**config.mk**
```make
export PLATFORM = sky130hd
export DESIGN_NAME = rx_ring_writer
export DESIGN_NICKNAME = d
export VERILOG_FILES = /design/src/rtl/rxr_pkg.sv /design/src/rtl/rxr_kind_filter.sv /design/src/rtl/rxr_ptr_unit.sv /design/src/rtl/rxr_int_unit.sv /design/src/rtl/rx_ring_writer.sv
export SDC_FILE = /design/constraint.sdc
export NUM_CORES = 1
export LEC_CHECK = 0
export CELL_PAD_IN_SITES_DETAIL_PLACEMENT = 0
export CELL_PAD_IN_SITES_GLOBAL_PLACEMENT = 1
export CORE_MARGIN = 8
export CORE_UTILIZATION = 40
export CTS_BUF_LIST = sky130_fd_sc_hd__clkbuf_8
export CTS_CLUSTER_DIAMETER = 60
export CTS_CLUSTER_SIZE = 14
export DETAILED_ROUTE_END_ITERATION = 8
export PLACE_DENSITY = 0.93
export SLEW_MARGIN = 20
export SYNTH_ARGS = -nofsm -noshare
export SYNTH_HDL_FRONTEND = slang
export SYNTH_SLANG_ARGS = --single-unit
```
**constraint.sdc**
```tcl
create_clock -name clk -period 4.35 [get_ports clk]
set_clock_uncertainty 0.05 [all_clocks]
set_input_delay 0.6525 -clock clk [delete_from_list [all_inputs] [get_ports clk]]
set_output_delay 0.6525 -clock clk [all_outputs]
set_load 0.02 [all_outputs]
```
**src/rtl/rxr_pkg.sv**
```systemverilog
package rxr_pkg;

    typedef enum logic [2:0] {
        RX_IDLE,
        RX_TAKE,
        RX_SKIP,
        RX_FILL,
        RX_HEAD
    } rxr_state_e;

    // Descriptor is four bytes; its byte order is decoded by software.
    localparam int unsigned RXR_HDR_LEN  = 4;

    localparam int unsigned ISR_DONE_BIT = 0;
    localparam int unsigned ISR_OVF_BIT  = 4;

    localparam logic [7:0] STAT_OK    = 8'h01;
    localparam logic [7:0] STAT_BCAST = 8'h20;
    localparam logic [7:0] STAT_OVF   = 8'h10;

endpackage

```
**src/rtl/rxr_kind_filter.sv**
```systemverilog
module rxr_kind_filter #(
    parameter int unsigned BC_LEN = 6,
    localparam int unsigned IDX_W = $clog2(BC_LEN + 1)
) (
    input  logic       clk,
    input  logic       rst_n,
    input  logic       clear,
    input  logic       take,
    input  logic [7:0] byte_in,
    input  logic       last_in,
    input  logic       accept_bcast,
    output logic       decide,
    output logic       keep,
    output logic       bcast
);
    localparam logic [IDX_W-1:0] IDX_LAST = IDX_W'(BC_LEN - 1);
    localparam logic [IDX_W-1:0] IDX_END  = IDX_W'(BC_LEN);

    logic [IDX_W-1:0] idx_q;
    logic             mc_q;
    logic             ones_q;
    logic             first_b;
    logic             mc_eff;
    logic             ones_eff;
    logic             window_end;

    always_comb begin
        first_b    = (idx_q == '0);
        mc_eff     = first_b ? byte_in[0] : mc_q;
        ones_eff   = (first_b ? 1'b1 : ones_q) && (byte_in == 8'hFF);
        window_end = (idx_q == IDX_LAST);
        decide     = take && (idx_q < IDX_END) && (window_end || last_in);
        bcast      = mc_eff && ones_eff && window_end;
        keep       = !mc_eff || (bcast && accept_bcast);
    end

    always_ff @(posedge clk or negedge rst_n) begin
        if (!rst_n) begin
            idx_q  <= '0;
            mc_q   <= 1'b0;
            ones_q <= 1'b1;
        end else if (clear) begin
            idx_q  <= '0;
            mc_q   <= 1'b0;
            ones_q <= 1'b1;
        end else if (take && (idx_q < IDX_END)) begin
            idx_q  <= idx_q + 1'b1;
            mc_q   <= mc_eff;
            ones_q <= ones_eff;
        end
    end

endmodule

```
**src/rtl/rxr_ptr_unit.sv**
```systemverilog
module rxr_ptr_unit #(
    parameter int unsigned PAGE_W  = 8,
    parameter int unsigned OFS_W   = 8,
    parameter int unsigned SKIP_AT = 4,
    localparam int unsigned ADDR_W = PAGE_W + OFS_W
) (
    input  logic              clk,
    input  logic              rst_n,
    input  logic              load,
    input  logic [PAGE_W-1:0] load_page,
    input  logic              step,
    input  logic [PAGE_W-1:0] ring_first,
    input  logic [PAGE_W-1:0] ring_last,
    input  logic [PAGE_W-1:0] guard_page,
    output logic [ADDR_W-1:0] addr,
    output logic              guard_hit,
    output logic [PAGE_W-1:0] next_page
);
    localparam logic [OFS_W-1:0] OFS_START = OFS_W'(SKIP_AT);

    logic [PAGE_W-1:0] pg_q;
    logic [OFS_W-1:0]  ofs_q;
    logic              at_end;
    logic [PAGE_W-1:0] pg_inc;
    logic [PAGE_W-1:0] pg_adv;
    logic [PAGE_W-1:0] pg_round;

    always_comb begin
        at_end    = &ofs_q;
        pg_inc    = pg_q + 1'b1;
        pg_adv    = (pg_inc == ring_last) ? ring_first : pg_inc;
        guard_hit = step && at_end && (pg_adv == guard_page);
        pg_round  = (ofs_q != '0) ? pg_inc : pg_q;
        next_page = (pg_round == ring_last) ? ring_first : pg_round;
        addr      = {pg_q, ofs_q};
    end

    always_ff @(posedge clk or negedge rst_n) begin
        if (!rst_n) begin
            pg_q  <= '0;
            ofs_q <= '0;
        end else if (load) begin
            pg_q  <= load_page;
            ofs_q <= OFS_START;
        end else if (step) begin
            ofs_q <= ofs_q + 1'b1;
            if (at_end) begin
                pg_q <= pg_adv;
            end
        end
    end

endmodule

```
**src/rtl/rxr_int_unit.sv**
```systemverilog
module rxr_int_unit #(
    parameter int unsigned ISR_W = 8
) (
    input  logic             clk,
    input  logic             rst_n,
    input  logic [ISR_W-1:0] set_bits,
    input  logic             clr,
    input  logic [ISR_W-1:0] clr_bits,
    input  logic [ISR_W-1:0] mask,
    output logic [ISR_W-1:0] status,
    output logic             irq
);
    logic [ISR_W-1:0] status_q;
    logic [ISR_W-1:0] wipe;

    always_comb begin
        wipe   = clr ? clr_bits : '0;
        status = status_q;
        irq    = |(status_q & mask);
    end

    always_ff @(posedge clk or negedge rst_n) begin
        if (!rst_n) begin
            status_q <= '0;
        end else begin
            status_q <= (status_q & ~wipe) | set_bits;
        end
    end

endmodule

```
**src/rtl/rx_ring_writer.sv**
```systemverilog
module rx_ring_writer
    import rxr_pkg::*;
#(
    parameter int unsigned PAGE_W    = 8,
    parameter int unsigned OFS_W     = 8,
    parameter int unsigned MIN_FRAME = 60,
    parameter int unsigned BC_LEN    = 6,
    parameter int unsigned LEN_W     = 16,
    parameter int unsigned MISS_W    = 8,
    parameter int unsigned ISR_W     = 8,
    localparam int unsigned ADDR_W   = PAGE_W + OFS_W
) (
    input  logic              clk,
    input  logic              rst_n,
    input  logic              dev_reset,
    input  logic [PAGE_W-1:0] ring_first,
    input  logic [PAGE_W-1:0] ring_last,
    input  logic [PAGE_W-1:0] guard_page,
    input  logic              accept_bcast,
    input  logic              cur_load,
    input  logic [PAGE_W-1:0] cur_load_page,
    input  logic              in_valid,
    input  logic [7:0]        in_data,
    input  logic              in_last,
    output logic              in_ready,
    output logic              mem_we,
    output logic [ADDR_W-1:0] mem_addr,
    output logic [7:0]        mem_wdata,
    input  logic [ISR_W-1:0]  int_mask,
    input  logic              int_clr,
    input  logic [ISR_W-1:0]  int_clr_bits,
    output logic [ISR_W-1:0]  int_status,
    output logic              irq,
    output logic [PAGE_W-1:0] cur_page,
    output logic [7:0]        rx_status,
    output logic [MISS_W-1:0] missed_count
);
    localparam int unsigned HIDX_W = $clog2(RXR_HDR_LEN);
    localparam logic [HIDX_W-1:0] HIDX_LAST = HIDX_W'(RXR_HDR_LEN - 1);
    localparam logic [LEN_W-1:0]  MIN_L     = LEN_W'(MIN_FRAME);
    localparam logic [LEN_W-1:0]  HDR_L     = LEN_W'(RXR_HDR_LEN);

    rxr_state_e st_q;
    rxr_state_e st_d;

    logic [PAGE_W-1:0] start_sel;
    logic [PAGE_W-1:0] start_pg_q;
    logic [LEN_W-1:0]  len_q;
    logic [LEN_W-1:0]  len_inc;
    logic [LEN_W-1:0]  len_desc;
    logic              bc_q;
    logic [HIDX_W-1:0] hidx_q;
    logic [PAGE_W-1:0] cur_q;
    logic [7:0]        rsr_q;
    logic [MISS_W-1:0] miss_q;
    logic [7:0]        stat_done;
    logic [7:0]        hdr_byte;

    logic              ptr_load;
    logic              ptr_step;
    logic [ADDR_W-1:0] ptr_addr;
    logic              ptr_guard_hit;
    logic [PAGE_W-1:0] ptr_next;

    logic              flt_clear;
    logic              flt_take;
    logic              flt_decide;
    logic              flt_keep;
    logic              flt_bcast;

    logic              ev_done;
    logic              ev_ovf;
    logic [ISR_W-1:0]  isr_set;

    rxr_ptr_unit #(
        .PAGE_W (PAGE_W),
        .OFS_W  (OFS_W),
        .SKIP_AT(RXR_HDR_LEN)
    ) u_ptr (
        .clk       (clk),
        .rst_n     (rst_n),
        .load      (ptr_load),
        .load_page (start_sel),
        .step      (ptr_step),
        .ring_first(ring_first),
        .ring_last (ring_last),
        .guard_page(guard_page),
        .addr      (ptr_addr),
        .guard_hit (ptr_guard_hit),
        .next_page (ptr_next)
    );

    rxr_kind_filter #(
        .BC_LEN(BC_LEN)
    ) u_flt (
        .clk         (clk),
        .rst_n       (rst_n),
        .clear       (flt_clear),
        .take        (flt_take),
        .byte_in     (in_data),
        .last_in     (in_last),
        .accept_bcast(accept_bcast),
        .decide      (flt_decide),
        .keep        (flt_keep),
        .bcast       (flt_bcast)
    );

    rxr_int_unit #(
        .ISR_W(ISR_W)
    ) u_int (
        .clk     (clk),
        .rst_n   (rst_n),
        .set_bits(isr_set),
        .clr     (int_clr),
        .clr_bits(int_clr_bits),
        .mask    (int_mask),
        .status  (int_status),
        .irq     (irq)
    );

    // Datapath helpers
    always_comb begin
        start_sel = (cur_q == ring_last) ? ring_first : cur_q;
        len_inc   = len_q + 1'b1;
        len_desc  = len_q + HDR_L;
        stat_done = STAT_OK | (bc_q ? STAT_BCAST : 8'h00);
        unique case (hidx_q)
            2'd0:    hdr_byte = stat_done;
            2'd1:    hdr_byte = 8'(ptr_next);
            2'd2:    hdr_byte = len_desc[7:0];
            default: hdr_byte = len_desc[15:8];
        endcase
        isr_set = '0;
        isr_set[ISR_DONE_BIT] = ev_done;
        isr_set[ISR_OVF_BIT]  = ev_ovf;
    end

    // State register
    always_ff @(posedge clk or negedge rst_n) begin
        if (!rst_n) begin
            st_q <= RX_IDLE;
        end else begin
            st_q <= st_d;
        end
    end

    // Next state and outputs
    always_comb begin
        st_d      = st_q;
        in_ready  = 1'b0;
        mem_we    = 1'b0;
        mem_addr  = ptr_addr;
        mem_wdata = in_data;
        ptr_load  = 1'b0;
        ptr_step  = 1'b0;
        flt_clear = 1'b0;
        flt_take  = 1'b0;
        ev_done   = 1'b0;
        ev_ovf    = 1'b0;
        unique case (st_q)
            RX_IDLE: begin
                if (in_valid) begin
                    if (dev_reset) begin
                        st_d = RX_SKIP;
                    end else begin
                        st_d      = RX_TAKE;
                        ptr_load  = 1'b1;
                        flt_clear = 1'b1;
                    end
                end
            end
            RX_TAKE: begin
                in_ready = 1'b1;
                if (in_valid) begin
                    mem_we   = 1'b1;
                    ptr_step = 1'b1;
                    flt_take = 1'b1;
                    if (flt_decide && !flt_keep) begin
                        st_d = in_last ? RX_IDLE : RX_SKIP;
                    end else if (ptr_guard_hit) begin
                        ev_ovf = 1'b1;
                        st_d   = in_last ? RX_IDLE : RX_SKIP;
                    end else if (in_last) begin
                        st_d = (len_inc < MIN_L) ? RX_FILL : RX_HEAD;
                    end
                end
            end
            RX_SKIP: begin
                in_ready = 1'b1;
                if (in_valid && in_last) begin
                    st_d = RX_IDLE;
                end
            end
            RX_FILL: begin
                mem_we    = 1'b1;
                mem_wdata = 8'h00;
                ptr_step  = 1'b1;
                if (len_inc >= MIN_L) begin
                    st_d = RX_HEAD;
                end
            end
            RX_HEAD: begin
                mem_we    = 1'b1;
                mem_addr  = {start_pg_q, OFS_W'(hidx_q)};
                mem_wdata = hdr_byte;
                if (hidx_q == HIDX_LAST) begin
                    ev_done = 1'b1;
                    st_d    = RX_IDLE;
                end
            end
            default: st_d = RX_IDLE;
        endcase
    end

    // Frame bookkeeping and committed registers
    always_ff @(posedge clk or negedge rst_n) begin
        if (!rst_n) begin
            start_pg_q <= '0;
            len_q      <= '0;
            bc_q       <= 1'b0;
            hidx_q     <= '0;
            cur_q      <= '0;
            rsr_q      <= '0;
            miss_q     <= '0;
        end else begin
            if (ptr_load) begin
                start_pg_q <= start_sel;
                len_q      <= '0;
                bc_q       <= 1'b0;
                hidx_q     <= '0;
            end
            if (flt_take || (st_q == RX_FILL)) begin
                len_q <= len_inc;
            end
            if (flt_decide && flt_keep && flt_bcast) begin
                bc_q <= 1'b1;
            end
            if (st_q == RX_HEAD) begin
                hidx_q <= hidx_q + 1'b1;
            end
            if (ev_done) begin
                cur_q <= ptr_next;
                rsr_q <= stat_done;
            end else if (cur_load) begin
                cur_q <= cur_load_page;
            end
            if (ev_ovf) begin
                rsr_q  <= STAT_OVF;
                miss_q <= miss_q + 1'b1;
            end
        end
    end

    assign cur_page     = cur_q;
    assign rx_status    = rsr_q;
    assign missed_count = miss_q;

endmodule

```
==> reports/results.ini <==
[sta]
final.min_clock_period_ns = 4.27
fmax_ghz = 0.234
maxSlewViolCount = 0
hold_ws_ns = 0.252
relSlewSlack = 0.241
worst_slew_pin_slew_ns = 1.14
min_period_over_period = 0.982
setup_viol = 0
final_hold_viol_count = 0

[yosys]
synth_cell_type_count = 65
ys_warn_count = 0
avgSynthCellArea_sq_um = 8.45
synth-seq-cells = 78
synth_area_sq_mm = 0.00586
yosysSeqAreaShare = 0.333
synth_edf_count = 0
synth_ff_type = dfrtp_1
ys_top_cells_by_area = dfrtp_1, nand2_1, xnor2_1
synth_top_area_share = 0.329
yosysTopAreaCell = dfrtp_1
ys_async_sr_fraction = 1.00
synthCells = 694

[critical_path]
path_delay_family = compound AO/OA/AOI/OAI gates
startpoint = u_ptr.pg_q[2]$_DFFE_PN0P_
crit_path_cell_trace = nand4_1 > a211oi_1 > xor2_1 > xnor2_1 > nand2_1 > nor3_4 > buf_6 > mux2_4 > a221o_1 > a22o_1 > buf_4
end_kind = primary output
worstPathArrival_ns = 3.57
startpoint_type = flip-flop
timing.critical_path.buf_inv = 2
worstSetupPathType = flip-flop to primary output
worstPathRequired_ns = 3.65
cpPeakStageDelay_ns = 0.46
crit_path_top_delay_cell = dfrtp_1
rr_startpoint = u_ptr.pg_q[0]$_DFFE_PN0P_
crit_fanout = 6

[routing]
num_vias = 5633
ant_nets = 0
wire_per_inst_um = 18.5
avgViaCountPerCell = 5.63
dr.pass1.iters = 5
routed_wl_um = 18500
drcViolationCount = 0
drt_iter0_markers = 542

[pwr]
leakage_nw = 3.31
powerDensity_mw_per_mm2 = 459
ir_drop_mv = 0.184

[clock_network]
clk-insertion-delay-late_ns = 0.37
clk_pin_slew_ns = 0.09
postCtsHoldBufs = 0
cts-root-buf = clkbuf_8
cts.sinks = 78
cts_tree = done
cts_buffer_depth = 2
h-tree-depth = 3
cts_buffers = 9

[place]
gp_congestion = 0.987
placed_cell_area_sq_mm = 0.00729
io_buffers = 117
place_hpwl_um = 13900

[floorplanning]
fp.dieH_um = 137
row_count = 44
dieArea_sq_mm = 0.0188
start_util = 0.407
io-pin-count = 123
die_w_um = 137
coreArea_sq_mm = 0.0144

[grt]
grt_use_met2 = 0.308
grt_pass1_vias = 5391
track_usage = 0.196
met3_usage = 0.0521
grt_overflow = 0
grt_antenna_before_repair = 0
grt_pass1_wl_um = 28800
top_usage_layer = met2
grt_max_degree = 79
grtUsageMet1 = 0.255

[finish]
layout-drive-gt1-share = 0.103
syn_to_final_growth_pct = 29.0
post-route-util = 0.524
nets = 889
n_antenna_cell = 0
fill_cells = 1350
final_area_sq_mm = 0.00756

[outcome]
status = finished clean

[min_path]
hold_path_class = input port to asynchronous set/reset pin

[flow_run]
cap_viol_max_count = 0

[path summary, 6_finish.rpt]
check                           slack, ns                           to  cells past startpoint
worst min-delay path                 0.25        len_q[15]$_DFFE_PN0P_                      1
max in group asynchronous            3.47   u_ptr.ofs_q[3]$_DFFE_PN0P_                      1
worst max register to register       0.87          st_q[2]$_DFFE_PN0P_                     11
worst min register to register       0.43  missed_count[7]$_DFFE_PN0P_                      1
min in group clk                     0.43  missed_count[7]$_DFFE_PN0P_                      1
worst max-delay path                 0.08                 mem_wdata[6]                     11
[worst reg2reg max path: stages (launching register included)]
cell and delay (ns):
dfrtp_1 0.40, ha_1 0.38, xnor2_1 0.17, nand2_1 0.09
buf_4 0.15, nor4b_4 0.47, nand4_4 0.27, mux2i_1 0.35
o211ai_2 0.19, nor4_2 0.49, a2111oi_0 0.20, a2bb2oi_1 0.16
[cells by family after synthesis]
group	synth area share
AOI/OAI and AO/OA	0.187
DFF	0.333
adders and majority gates	0.0277
and+or+nand+nor	0.220
other	0.000639
muxes	0.0546
buffers and inverters	0.0523
xor gates and xnor gates	0.125
[metrics by stage]
step	TNS (ns)	setup slack, ns	cells	total power, mW
floorplan	0	0.652	698	2.16
global placement	0	0.0411	982	2.80
detailed placement	0	0.0183	982	2.81
CTS	-0.0785	-0.0524	999	3.43
global route	-0.0778	-0.0227	1001	3.70
finish	0	0.0781	1001	3.47
[Yosys cell counts, types with 11 or more instances]
library cell and instances:
nand2_1 100, dfrtp_1 77, o21ai_0 60, nor2_1 47, xnor2_1 37, xor2_1 37, clkbuf_1 29, a21oi_1 28
nand3_1 27, mux2i_1 23, inv_1 20, and2_1 13, ha_1 13, nand4_1 13, and3_1 11
[cell type report]
type	count	area (sq um)	area share
sequential	78	1950	0.258
timing repair buffer	152	1430	0.189
inverter	20	75.1	0.00993
tap	184	230	0.0304
clock buffer	9	124	0.0164
clock inverter	7	91.3	0.0121
multi-input combinational	551	3660	0.484
[cells in the final DEF (no fill, tap or decap), types with 4 or more instances in the layout]
| cell | n |
|---|---|
| clkdlybuf4s50_1 | 108 |
| nand2_1 | 100 |
| dfrtp_1 | 77 |
| o21ai_0 | 59 |
| nor2_1 | 47 |
| xnor2_1 | 37 |
| buf_4 | 37 |
| xor2_1 | 36 |
| a21oi_1 | 27 |
| nand3_1 | 27 |
| mux2i_1 | 23 |
| inv_1 | 20 |
| nand4_1 | 13 |
| and2_1 | 13 |
| ha_1 | 13 |
| and3_1 | 11 |
| nor3_1 | 10 |
| clkbuf_8 | 9 |
| a22o_1 | 8 |
| a31oi_1 | 8 |
| a21boi_0 | 7 |
| o31ai_1 | 7 |
| a221o_1 | 6 |
| nor2b_1 | 6 |
| a22oi_1 | 6 |
| o21a_1 | 5 |
| mux2_4 | 5 |
| conb_1 | 5 |
| a21o_1 | 4 |
| a211oi_1 | 4 |
| or3_1 | 4 |
| o221ai_1 | 4 |
[routing by layer]
layer	share of wire	up-vias
li1	-	2672
met1	0.43	2681
met2	0.47	247
met3	0.085	33
met4	0.021	0
met5	0	-
[timing repair]
| item | CTS | global route |
|---|---|---|
| setup endpoints to repair | 8 | 7 |
| resized for setup | 23 | 20 |
| setup buffers | 1 | 3 |
| pin swaps | 2 | 11 |
[power breakdown]
| part | switching (mW) | leakage, nW | internal [mW] | total (mW) |
|---|---|---|---|---|
| clock | 0.279 | 0.108 | 0.320 | 0.599 |
| sequential | 0.186 | 1.01 | 0.880 | 1.07 |
| combinational | 0.998 | 2.19 | 0.807 | 1.81 |
[sequential cells by signal, indices dropped and copies added (netlist names)]
name,count
hidx_q,2
st_q,3
u_ptr.pg_q,8
u_flt.mc_q,1
u_flt.ones_q,1
u_int.status,8
start_pg_q,8
u_flt.idx_q,3
rx_status,3
bc_q,1
missed_count,8
u_ptr.ofs_q,8
cur_page,8
len_q,16
Power figures use the tool's default switching activity.
